File: src/rtl/bat_sup_pkg.sv
// Package: shared state type and level codes for the battery supervisor.
// Assumes the level code is two bits wide.
package bat_sup_pkg;

    localparam int LVL_W = 2;

    localparam logic [LVL_W-1:0] LVL_GOOD = 2'b00;
    localparam logic [LVL_W-1:0] LVL_LOW  = 2'b01;
    localparam logic [LVL_W-1:0] LVL_CRIT = 2'b10;

    typedef enum logic [2:0] {
        ST_GOOD   = 3'd0,
        ST_LOW    = 3'd1,
        ST_WARN   = 3'd2,
        ST_WIPE   = 3'd3,
        ST_OFF    = 3'd4,
        ST_CHARGE = 3'd5
    } bat_state_t;

endpackage

File: src/rtl/bat_level_map.sv
// Maps the battery level code to the matching run state.
// Assumes that any code other than good or low (including the reserved
// code 11) means a critical battery.
module bat_level_map
    import bat_sup_pkg::*;
(
    input  logic [LVL_W-1:0] level,
    output bat_state_t       lvl_state
);

    // Pick the level state; unknown codes fall to the safe critical side.
    always_comb begin
        case (level)
            LVL_GOOD: lvl_state = ST_GOOD;
            LVL_LOW:  lvl_state = ST_LOW;
            default:  lvl_state = ST_WARN;
        endcase
    end

endmodule

File: src/rtl/bat_warn_timer.sv
// Counts cycles spent in the critical warning and flags the last one.
// Assumes WARN_CYCLES >= 1. The count clears whenever run is low, so
// every new warning starts again from zero.
module bat_warn_timer #(
    parameter int WARN_CYCLES = 16
) (
    input  logic clk,
    input  logic rst_n,
    input  logic run,
    output logic last
);

    localparam int CNT_W = $clog2(WARN_CYCLES + 1);
    localparam logic [CNT_W-1:0] LAST_VAL = CNT_W'(WARN_CYCLES - 1);

    logic [CNT_W-1:0] cnt;

    // Count warning cycles; hold at the last value, clear when idle.
    always_ff @(posedge clk) begin
        if (!rst_n || !run) begin
            cnt <= '0;
        end else if (cnt != LAST_VAL) begin
            cnt <= cnt + 1'b1;
        end
    end

    // The current cycle is the last warning cycle.
    assign last = run && (cnt == LAST_VAL);

endmodule

File: src/rtl/bat_out_decode.sv
// Moore output decode: one indication per state, none while charging.
module bat_out_decode
    import bat_sup_pkg::*;
(
    input  bat_state_t state,
    output logic       led_green,
    output logic       low_msg,
    output logic       final_warn,
    output logic       wipe_pulse,
    output logic       power_off
);

    // Drive exactly one indication from the state, or none.
    always_comb begin
        led_green  = 1'b0;
        low_msg    = 1'b0;
        final_warn = 1'b0;
        wipe_pulse = 1'b0;
        power_off  = 1'b0;
        case (state)
            ST_GOOD: led_green  = 1'b1;
            ST_LOW:  low_msg    = 1'b1;
            ST_WARN: final_warn = 1'b1;
            ST_WIPE: wipe_pulse = 1'b1;
            ST_OFF:  power_off  = 1'b1;
            default: ;
        endcase
    end

endmodule

File: src/rtl/bat_supervisor.sv
// Battery supervisor top: Moore FSM with a charging override and a
// staged critical shutdown (warning, wipe, power-off).
// Assumes level and charger_on are synchronous to clk. Reset is
// synchronous and active-low, and it loads the level-matching state.
module bat_supervisor
    import bat_sup_pkg::*;
#(
    parameter int WARN_CYCLES = 16
) (
    input  logic             clk,
    input  logic             rst_n,
    input  logic [LVL_W-1:0] level,
    input  logic             charger_on,
    output logic             led_green,
    output logic             low_msg,
    output logic             final_warn,
    output logic             wipe_pulse,
    output logic             power_off
);

    bat_state_t state, state_nx, lvl_state;
    logic       warn_last;

    bat_level_map u_map (
        .level     (level),
        .lvl_state (lvl_state)
    );

    bat_warn_timer #(.WARN_CYCLES(WARN_CYCLES)) u_timer (
        .clk   (clk),
        .rst_n (rst_n),
        .run   (state == ST_WARN),
        .last  (warn_last)
    );

    // Next-state rule: the charger overrides; otherwise per-state moves.
    always_comb begin
        state_nx = state;
        if (charger_on) begin
            state_nx = ST_CHARGE;
        end else begin
            case (state)
                ST_GOOD, ST_LOW, ST_CHARGE: state_nx = lvl_state;
                ST_WARN: if (warn_last) state_nx = ST_WIPE;
                ST_WIPE: state_nx = ST_OFF;
                ST_OFF:  state_nx = ST_OFF;
                default: state_nx = lvl_state;
            endcase
        end
    end

    // State register; reset loads the state matching the present level.
    always_ff @(posedge clk) begin
        if (!rst_n) begin
            state <= lvl_state;
        end else begin
            state <= state_nx;
        end
    end

    bat_out_decode u_dec (
        .state      (state),
        .led_green  (led_green),
        .low_msg    (low_msg),
        .final_warn (final_warn),
        .wipe_pulse (wipe_pulse),
        .power_off  (power_off)
    );

endmodule

File: config.mk
export PLATFORM = sky130hd
export DESIGN_NAME = bat_supervisor
export DESIGN_NICKNAME = d
export VERILOG_FILES = /design/src/rtl/bat_sup_pkg.sv /design/src/rtl/bat_level_map.sv /design/src/rtl/bat_warn_timer.sv /design/src/rtl/bat_out_decode.sv /design/src/rtl/bat_supervisor.sv
export SDC_FILE = /design/constraint.sdc
export NUM_CORES = 1
export LEC_CHECK = 0
export BUFFER_PORTS_ARGS = -buffer_cell sky130_fd_sc_hd__buf_2
export CAP_MARGIN = 40
export CORE_AREA = 2 2 39 41
export DETAILED_ROUTE_END_ITERATION = 6
export DIE_AREA = 0 0 41 43
export HOLD_SLACK_MARGIN = 0.05
export SLEW_MARGIN = 15
export SYNTH_ARGS = -nofsm -noshare
export SYNTH_HDL_FRONTEND = slang
export SYNTH_SLANG_ARGS = --single-unit
File: constraint.sdc
create_clock -name clk -period 1.85 [get_ports clk]
set_input_delay 0.185 -clock clk [delete_from_list [all_inputs] [get_ports clk]]
set_output_delay 0.185 -clock clk [all_outputs]
set_load 0.02 [all_outputs]
==> flow_metrics.tcl, run 1 <==
set metrics [dict create \
    status "complete, no violations" \
    antenna_cells 0 \
    finalCriticalPeriod_ns 1.59 \
    setup_viol 0 \
    grt_max_degree 9 \
    place_inst 71 \
    pin_count 10 \
    hpwl_um 578 \
    ys_seq_area_share_pct 43.2 \
    crit_path_max_fanout 3 \
    synthTopCellsByArea "dfxtp_1 (23%), edfxtp_1 (20%), ha_1 (5.7%)" \
    die_y_um 43 \
    startpoint_type "register" \
    layout.cells.non_filler 75 \
    drc 0 \
    worst_slew_pin_slew_ns 0.325 \
    critical_path_arrival_ns 1.58 \
    grt_pass1_vias 309 \
    p_int_uw 311 \
    syn_area_um2 440 \
    drtIter0Drc 5 \
    ant_nets 0 \
    fp-row-count 14 \
    overflow 0 \
    p_comb_share_pct 18.3 \
    seqPwrFrac_pct 48.6 \
    drive_gt1_share_pct 27.1 \
    syn2layout_area_growth_pct 23.3 \
    clkSinkCount 8 \
    path_clk_slew_ns 0.06 \
    gr-usage-all-layers_pct 9.92 \
    ys.flop_type "dfxtp_1" \
    portBuffers 9 \
    power_switching_uw 118 \
    ys_warn_count 0 \
    synth_top_area_share_pct 22.7 \
    holdBufCountCts 0 \
    synth-edff-count 3 \
    die_w_um 41 \
    swShare_pct 27.4 \
    core_um2 1380 \
    power_density_nw_per_um2 790 \
    synth_cell_types 26 \
    dr.pass1.iters 3 \
    synth_area_per_cell_um2 9.79 \
    fin_area_um2 543 \
    htreeDepth 1 \
    startpoint "u_timer.cnt[0]" \
    globalplace.congestion 0.593 \
    post_cts_resize_count 0 \
    syn_inst 45 \
    grt_pass1_wl_um 1180 \
    viasPerCell 4.63 \
    r2r_start "u_timer.cnt[0]" \
    worstSkewPairLatency_ns 0.25 \
    wirelength_um 748 \
    fin_tns_setup_ns 0 \
    path_cells "ha_1 -> and3_1 -> ha_1 -> or3_1" \
    tritoncts "yes" \
    synthTopCellsByCount "nor2_1 (6), dfxtp_1 (5), edfxtp_1 (3), nor2b_1 (3)" \
    timing.critical_path.buf_inv 0 \
    crit_slowest_cell "or3_1" \
    slew_violations 0 \
    crit_type "register to register" \
    cts_root_buffer "clkbuf_4" \
    hold_start "level[1]" \
    async_flop_share_pct 0 \
    vias 347 \
    r2r_slack_ns 0.26 \
    antenna_found_initial 0 \
    rsz0062_at_grt "false" \
    cpLargestDelayFamily "simple AND/OR/NAND/NOR gates" \
    clockPowerShare_pct 33.1 \
    path_common_cell "ha_1" \
    clockBufferDepth 2 \
    critPathCaptureType "register" \
    start_util_pct 31.8 \
    ir_drop_v 0.000346 \
    postCtsSetupBuffers 0 \
    place_area_um2 517 \
    timing.final.hold_violations 0 \
    wl_per_cell_um 9.97 \
    final_nets 67 \
    leakage_uw 0.000233 \
    fin_crit_sh_pct 85.9 \
    drv_cap 0 \
    hold_class "input pin to register" \
    synth-seq-cells 8 \
    fmax_mhz 629 \
    dieArea_um2 1760 \
    slew_headroom_pct 78.3 \
    synth_top_area_cell "dfxtp_1" \
    slowest_delay_ns 0.43 \
    syn-num-nets 52 \
    cp.required_ns 1.84 \
    clock_skew_ns 0.00287 \
    numCtsBuffers 3 \
    synth.most_common_cell "nor2_1" \
]
## metal layers
metal | part of all wire [%] | GRT usage (%) | wire length (um)
met2 | 47 | 15.0 | 353
met5 | 0 | 0 | 0
met4 | 0 | 8.00 | 0
met1 | 47 | 11.6 | 351
met3 | 5.6 | 1.57 | 42
## layout make-up
| class | instances | area (um^2) |
|---|---|---|
| clock buffers | 4 | 26.3 |
| fillers | 144 | 841 |
| repair buffers | 11 | 60.1 |
| multi-input cells | 34 | 239 |
| well taps | 16 | 20.0 |
| flip-flops and latches | 8 | 190 |
| inverters | 2 | 7.51 |
## path summary, 6_finish.rpt
kind / end / cells past startpoint
worst max-delay path: state[2] / 4
worst min-delay path: state[1] / 2
worst max register to register: state[2] / 4
worst min register to register: u_timer.cnt[4] / 2
## cell families (layout without fill, tap and decap cells)
family	Yosys count	count (layout)	synth area share (%)
and+or+nand+nor	21	21	28.7
DFF	8	8	43.2
AOI/OAI and AO/OA	7	7	11.7
xor gates and xnor gates	3	3	5.97
buffers and inverters	3	17	2.56
adders and majority gates	2	2	5.68
muxes	1	1	2.27
## placed cells by master, fill, tap and decap left out, types with 2 or more instances in the layout
master     n
ha_1       2
buf_4      2
o2bb2ai_1  2
nor3b_1    2
xor2_1     2
dfxtp_1    5
buf_2      9
edfxtp_1   3
nor2b_1    3
nor2_1     6
a21oi_1    2
clkbuf_4   3
inv_1      2
## worst register-to-register path, cell delays in order (launching register included)
cell	delay [ns]
dfxtp_1	0.33
ha_1	0.20
and3_1	0.18
ha_1	0.20
or3_1	0.43
## power by group through the flow
| stage | registers [uW] | clock network, uW | logic (uW) |
|---|---|---|---|
| CTS | 208 | 151 | 79.3 |
| detailed placement | 212 | 0 | 78.8 |
| global route | 210 | 153 | 86.8 |
| finish | 209 | 142 | 78.4 |
| global placement | 212 | 0 | 79.0 |
| floorplan | 211 | 0 | 49.3 |
## registers in the layout, summed over array words and instances, names as in the netlist
register	flops
u_timer.cnt	5
state	3
## per-stage QoR
step	worst slack (ns)	power (uW)	util [%]	hold WS, ns
floorplan	0.146	260	-	0.363
global placement	0.283	291	37.3	0.479
detailed placement	0.265	291	37.3	0.490
finish	0.261	429	39.2	0.238
CTS	0.256	439	39.2	0.238
global route	0.174	450	39.2	0.253
(Power assumes the default switching activity.)
==> run 2, diff against run 1 <==
--- a/config.mk
+++ b/config.mk
@@ -5,6 +5,7 @@
 export SDC_FILE = /design/constraint.sdc
 export NUM_CORES = 1
 export LEC_CHECK = 0
+export ABC_AREA = 1
 export BUFFER_PORTS_ARGS = -buffer_cell sky130_fd_sc_hd__buf_2
 export CAP_MARGIN = 40
 export CORE_AREA = 2 2 39 41
==> flow_metrics.tcl, run 2 <==
set metrics [dict create \
    synth_top_area_share_pct 22.7 \
    synth.area.mux_share_pct 0 \
    fmax_mhz 669 \
    synthSimpleGateAreaFrac_pct 34.3 \
    drc 0 \
    critical_path_arrival_ns 1.48 \
    largest_reg_flops 5 \
    synth-seq-cells 8 \
    dieArea_um2 1760 \
    syn2layout_area_growth_pct 20.7 \
    synth.most_common_cell "inv_1" \
    syn-num-nets 66 \
    fin_tns_setup_ns 0 \
    finalCriticalPeriod_ns 1.50 \
    globalplace.congestion 0.693 \
    htreeDepth 1 \
    leakage_uw 0.000283 \
    ant_nets 0 \
    top_regs "u_timer.cnt: 5 flops, state: 3 flops" \
    gr-usage-all-layers_pct 9.33 \
    overflow 0 \
    path_common_cell "ha_1" \
    rsz0062_at_grt "false" \
    hold_end "state[1]" \
    vias 388 \
    status "complete, no violations" \
    final_nets 80 \
    cts_root_buffer "clkbuf_4" \
    synth-edff-count 3 \
    fillers 150 \
    pin_count 10 \
    hpwl_um 550 \
    die_y_um 43 \
    synthTopCellsByArea "dfxtp_1 (23%), edfxtp_1 (20%), inv_1 (9.3%)" \
    synthTopCellsByCount "inv_1 (11), nand2_1 (10), nor2_1 (10), dfxtp_1 (5), nand3_1 (4)" \
    grt_pass1_vias 289 \
    slew_headroom_pct 85.9 \
    wl_per_cell_um 7.67 \
    drv_cap 0 \
    r2r_start "u_timer.cnt[0]" \
    synth_xor_area_share_pct 1.98 \
    dp_slack_ns 0.361 \
    seq_area_um2 190 \
    syn_area_um2 442 \
    reg2reg_depth 5 \
    clockBufferDepth 2 \
    setup_viol 0 \
    layout_common_cells "inv_1 (11), nor2_1 (10), nand2_1 (10)" \
    final_common_cell "inv_1" \
    synth_cell_types 17 \
    slowest_delay_ns 0.32 \
    wirelength_um 675 \
    synth_area_per_cell_um2 7.49 \
    antenna_found_initial 0 \
    largest_register "u_timer.cnt" \
    grt_pass1_wl_um 1070 \
    critPathCaptureType "register" \
    holdPathStages 3 \
    synth_top_family_by_area "simple AND/OR/NAND/NOR gates" \
    path_cells "ha_1 -> and3_1 -> ha_1 -> inv_1 -> nand3_1" \
    worst_slew_pin_slew_ns 0.212 \
    postLayoutCoreUtil_pct 38.5 \
    async_flop_share_pct 0 \
    viasPerCell 4.41 \
    crit_path_max_fanout 5 \
    reg2reg_to "state[2]" \
    slew_violations 0 \
    core_um2 1380 \
    p_total_uw 410 \
    timing.final.hold_violations 0 \
    ys_warn_count 0 \
    fp-row-count 14 \
    clock_skew_ns 0.00258 \
    holdBufCountCts 0 \
    tritoncts "yes" \
    drtIter0Drc 8 \
    portBuffers 9 \
    crit_type "register to register" \
    cp.required_ns 1.83 \
    worstSkewPairLatency_ns 0.25 \
    hold_start "level[1]" \
    r2r_slack_ns 0.35 \
    grt_max_degree 6 \
    cpLargestDelayFamily "adder cells" \
    ir_drop_v 0.000465 \
    synth_compound_area_share_pct 4.82 \
    numCtsBuffers 3 \
    start_util_pct 31.9 \
    hold_class "input pin to register" \
    path_clk_slew_ns 0.06 \
    multi_input_area_um2 206 \
    power_density_nw_per_um2 770 \
    ys.flop_type "dfxtp_1" \
    post_cts_resize_count 0 \
    setup_ws_ns 0.355 \
    antenna_cells 0 \
    synth_fa_ha_area_share_pct 5.67 \
    drive_gt1_share_pct 22.2 \
    timing.critical_path.buf_inv 1 \
    clkSinkCount 8 \
    postCtsSetupBuffers 0 \
    startpoint_type "register" \
    crit_slowest_cell "dfxtp_1" \
    ys_seq_area_share_pct 43.1 \
    dr.pass1.iters 4 \
    fin_crit_sh_pct 80.8 \
    die_w_um 41 \
    synth_top_area_cell "dfxtp_1" \
    syn_inst 59 \
]
-- run 2: cell count changes in the layout (fill, tap and decap cells not counted), moves of 2 or more --
cell and change:
nand3_1 +4, inv_1 +9, nor3_1 +2, nor2_1 +4, nor3b_1 -2, nor2b_1 -3
o2bb2ai_1 -2, nand2_1 +9, buf_4 -2
-- run 2: cells by family (layout without fill, tap and decap cells) --
group,after synthesis,in the layout
adders and majority gates,2,2
AOI/OAI and AO/OA,4,4
xor gates and xnor gates,1,1
buffers and inverters,12,25
and+or+nand+nor,32,32
DFF,8,8
-- run 2: through the flow --
stage	instance area [um^2]	hold WS, ns	instances
final	533	0.216	88
after global routing	533	0.235	88
after CTS	533	0.211	88
after detailed placement	507	0.479	84
after global placement	507	0.477	84
after floorplan	442	0.332	59
-- run 2: final cells by class --
class / instances / share of cell area, %
sequential: 8 / 35.7
inverter: 12 / 8.45
tap: 16 / 3.76
clock buffer: 4 / 4.93
timing repair buffer: 9 / 8.45
multi-input combinational: 39 / 38.7
-- run 2: worst max-delay path by stage --
stage,startpoint,to,cells past startpoint
floorplan,u_timer.cnt[0],state[0],5
global route,u_timer.cnt[0],state[2],5
CTS,u_timer.cnt[0],state[2],5
global placement,u_timer.cnt[1],state[2],5
detailed placement,u_timer.cnt[0],state[0],5
finish,u_timer.cnt[0],state[2],5
-- run 2: worst reg2reg max path: cells and delay by family (launching register included) --
family,cells,cell delay [ns]
adder cells (fa/ha/maj),2,0.45
buffers and inverters,1,0.12
flip-flops,1,0.32
AND/OR/NAND/NOR,2,0.34
-- run 2: layer usage --
| layer | vias up | GRT usage, % | share of wire [%] |
|---|---|---|---|
| met5 | - | 0 | 0 |
| met4 | 0 | 10.0 | 1.5 |
| li1 | 213 | - | - |
| met3 | 2 | 1.57 | 4.7 |
| met2 | 8 | 13.4 | 45 |
| met1 | 165 | 10.3 | 48 |
-- run 2: power by group --
group	switching [uW]	internal, uW
Combinational	40.3	22.9
Sequential	9.71	192
Clock	62.3	82.7
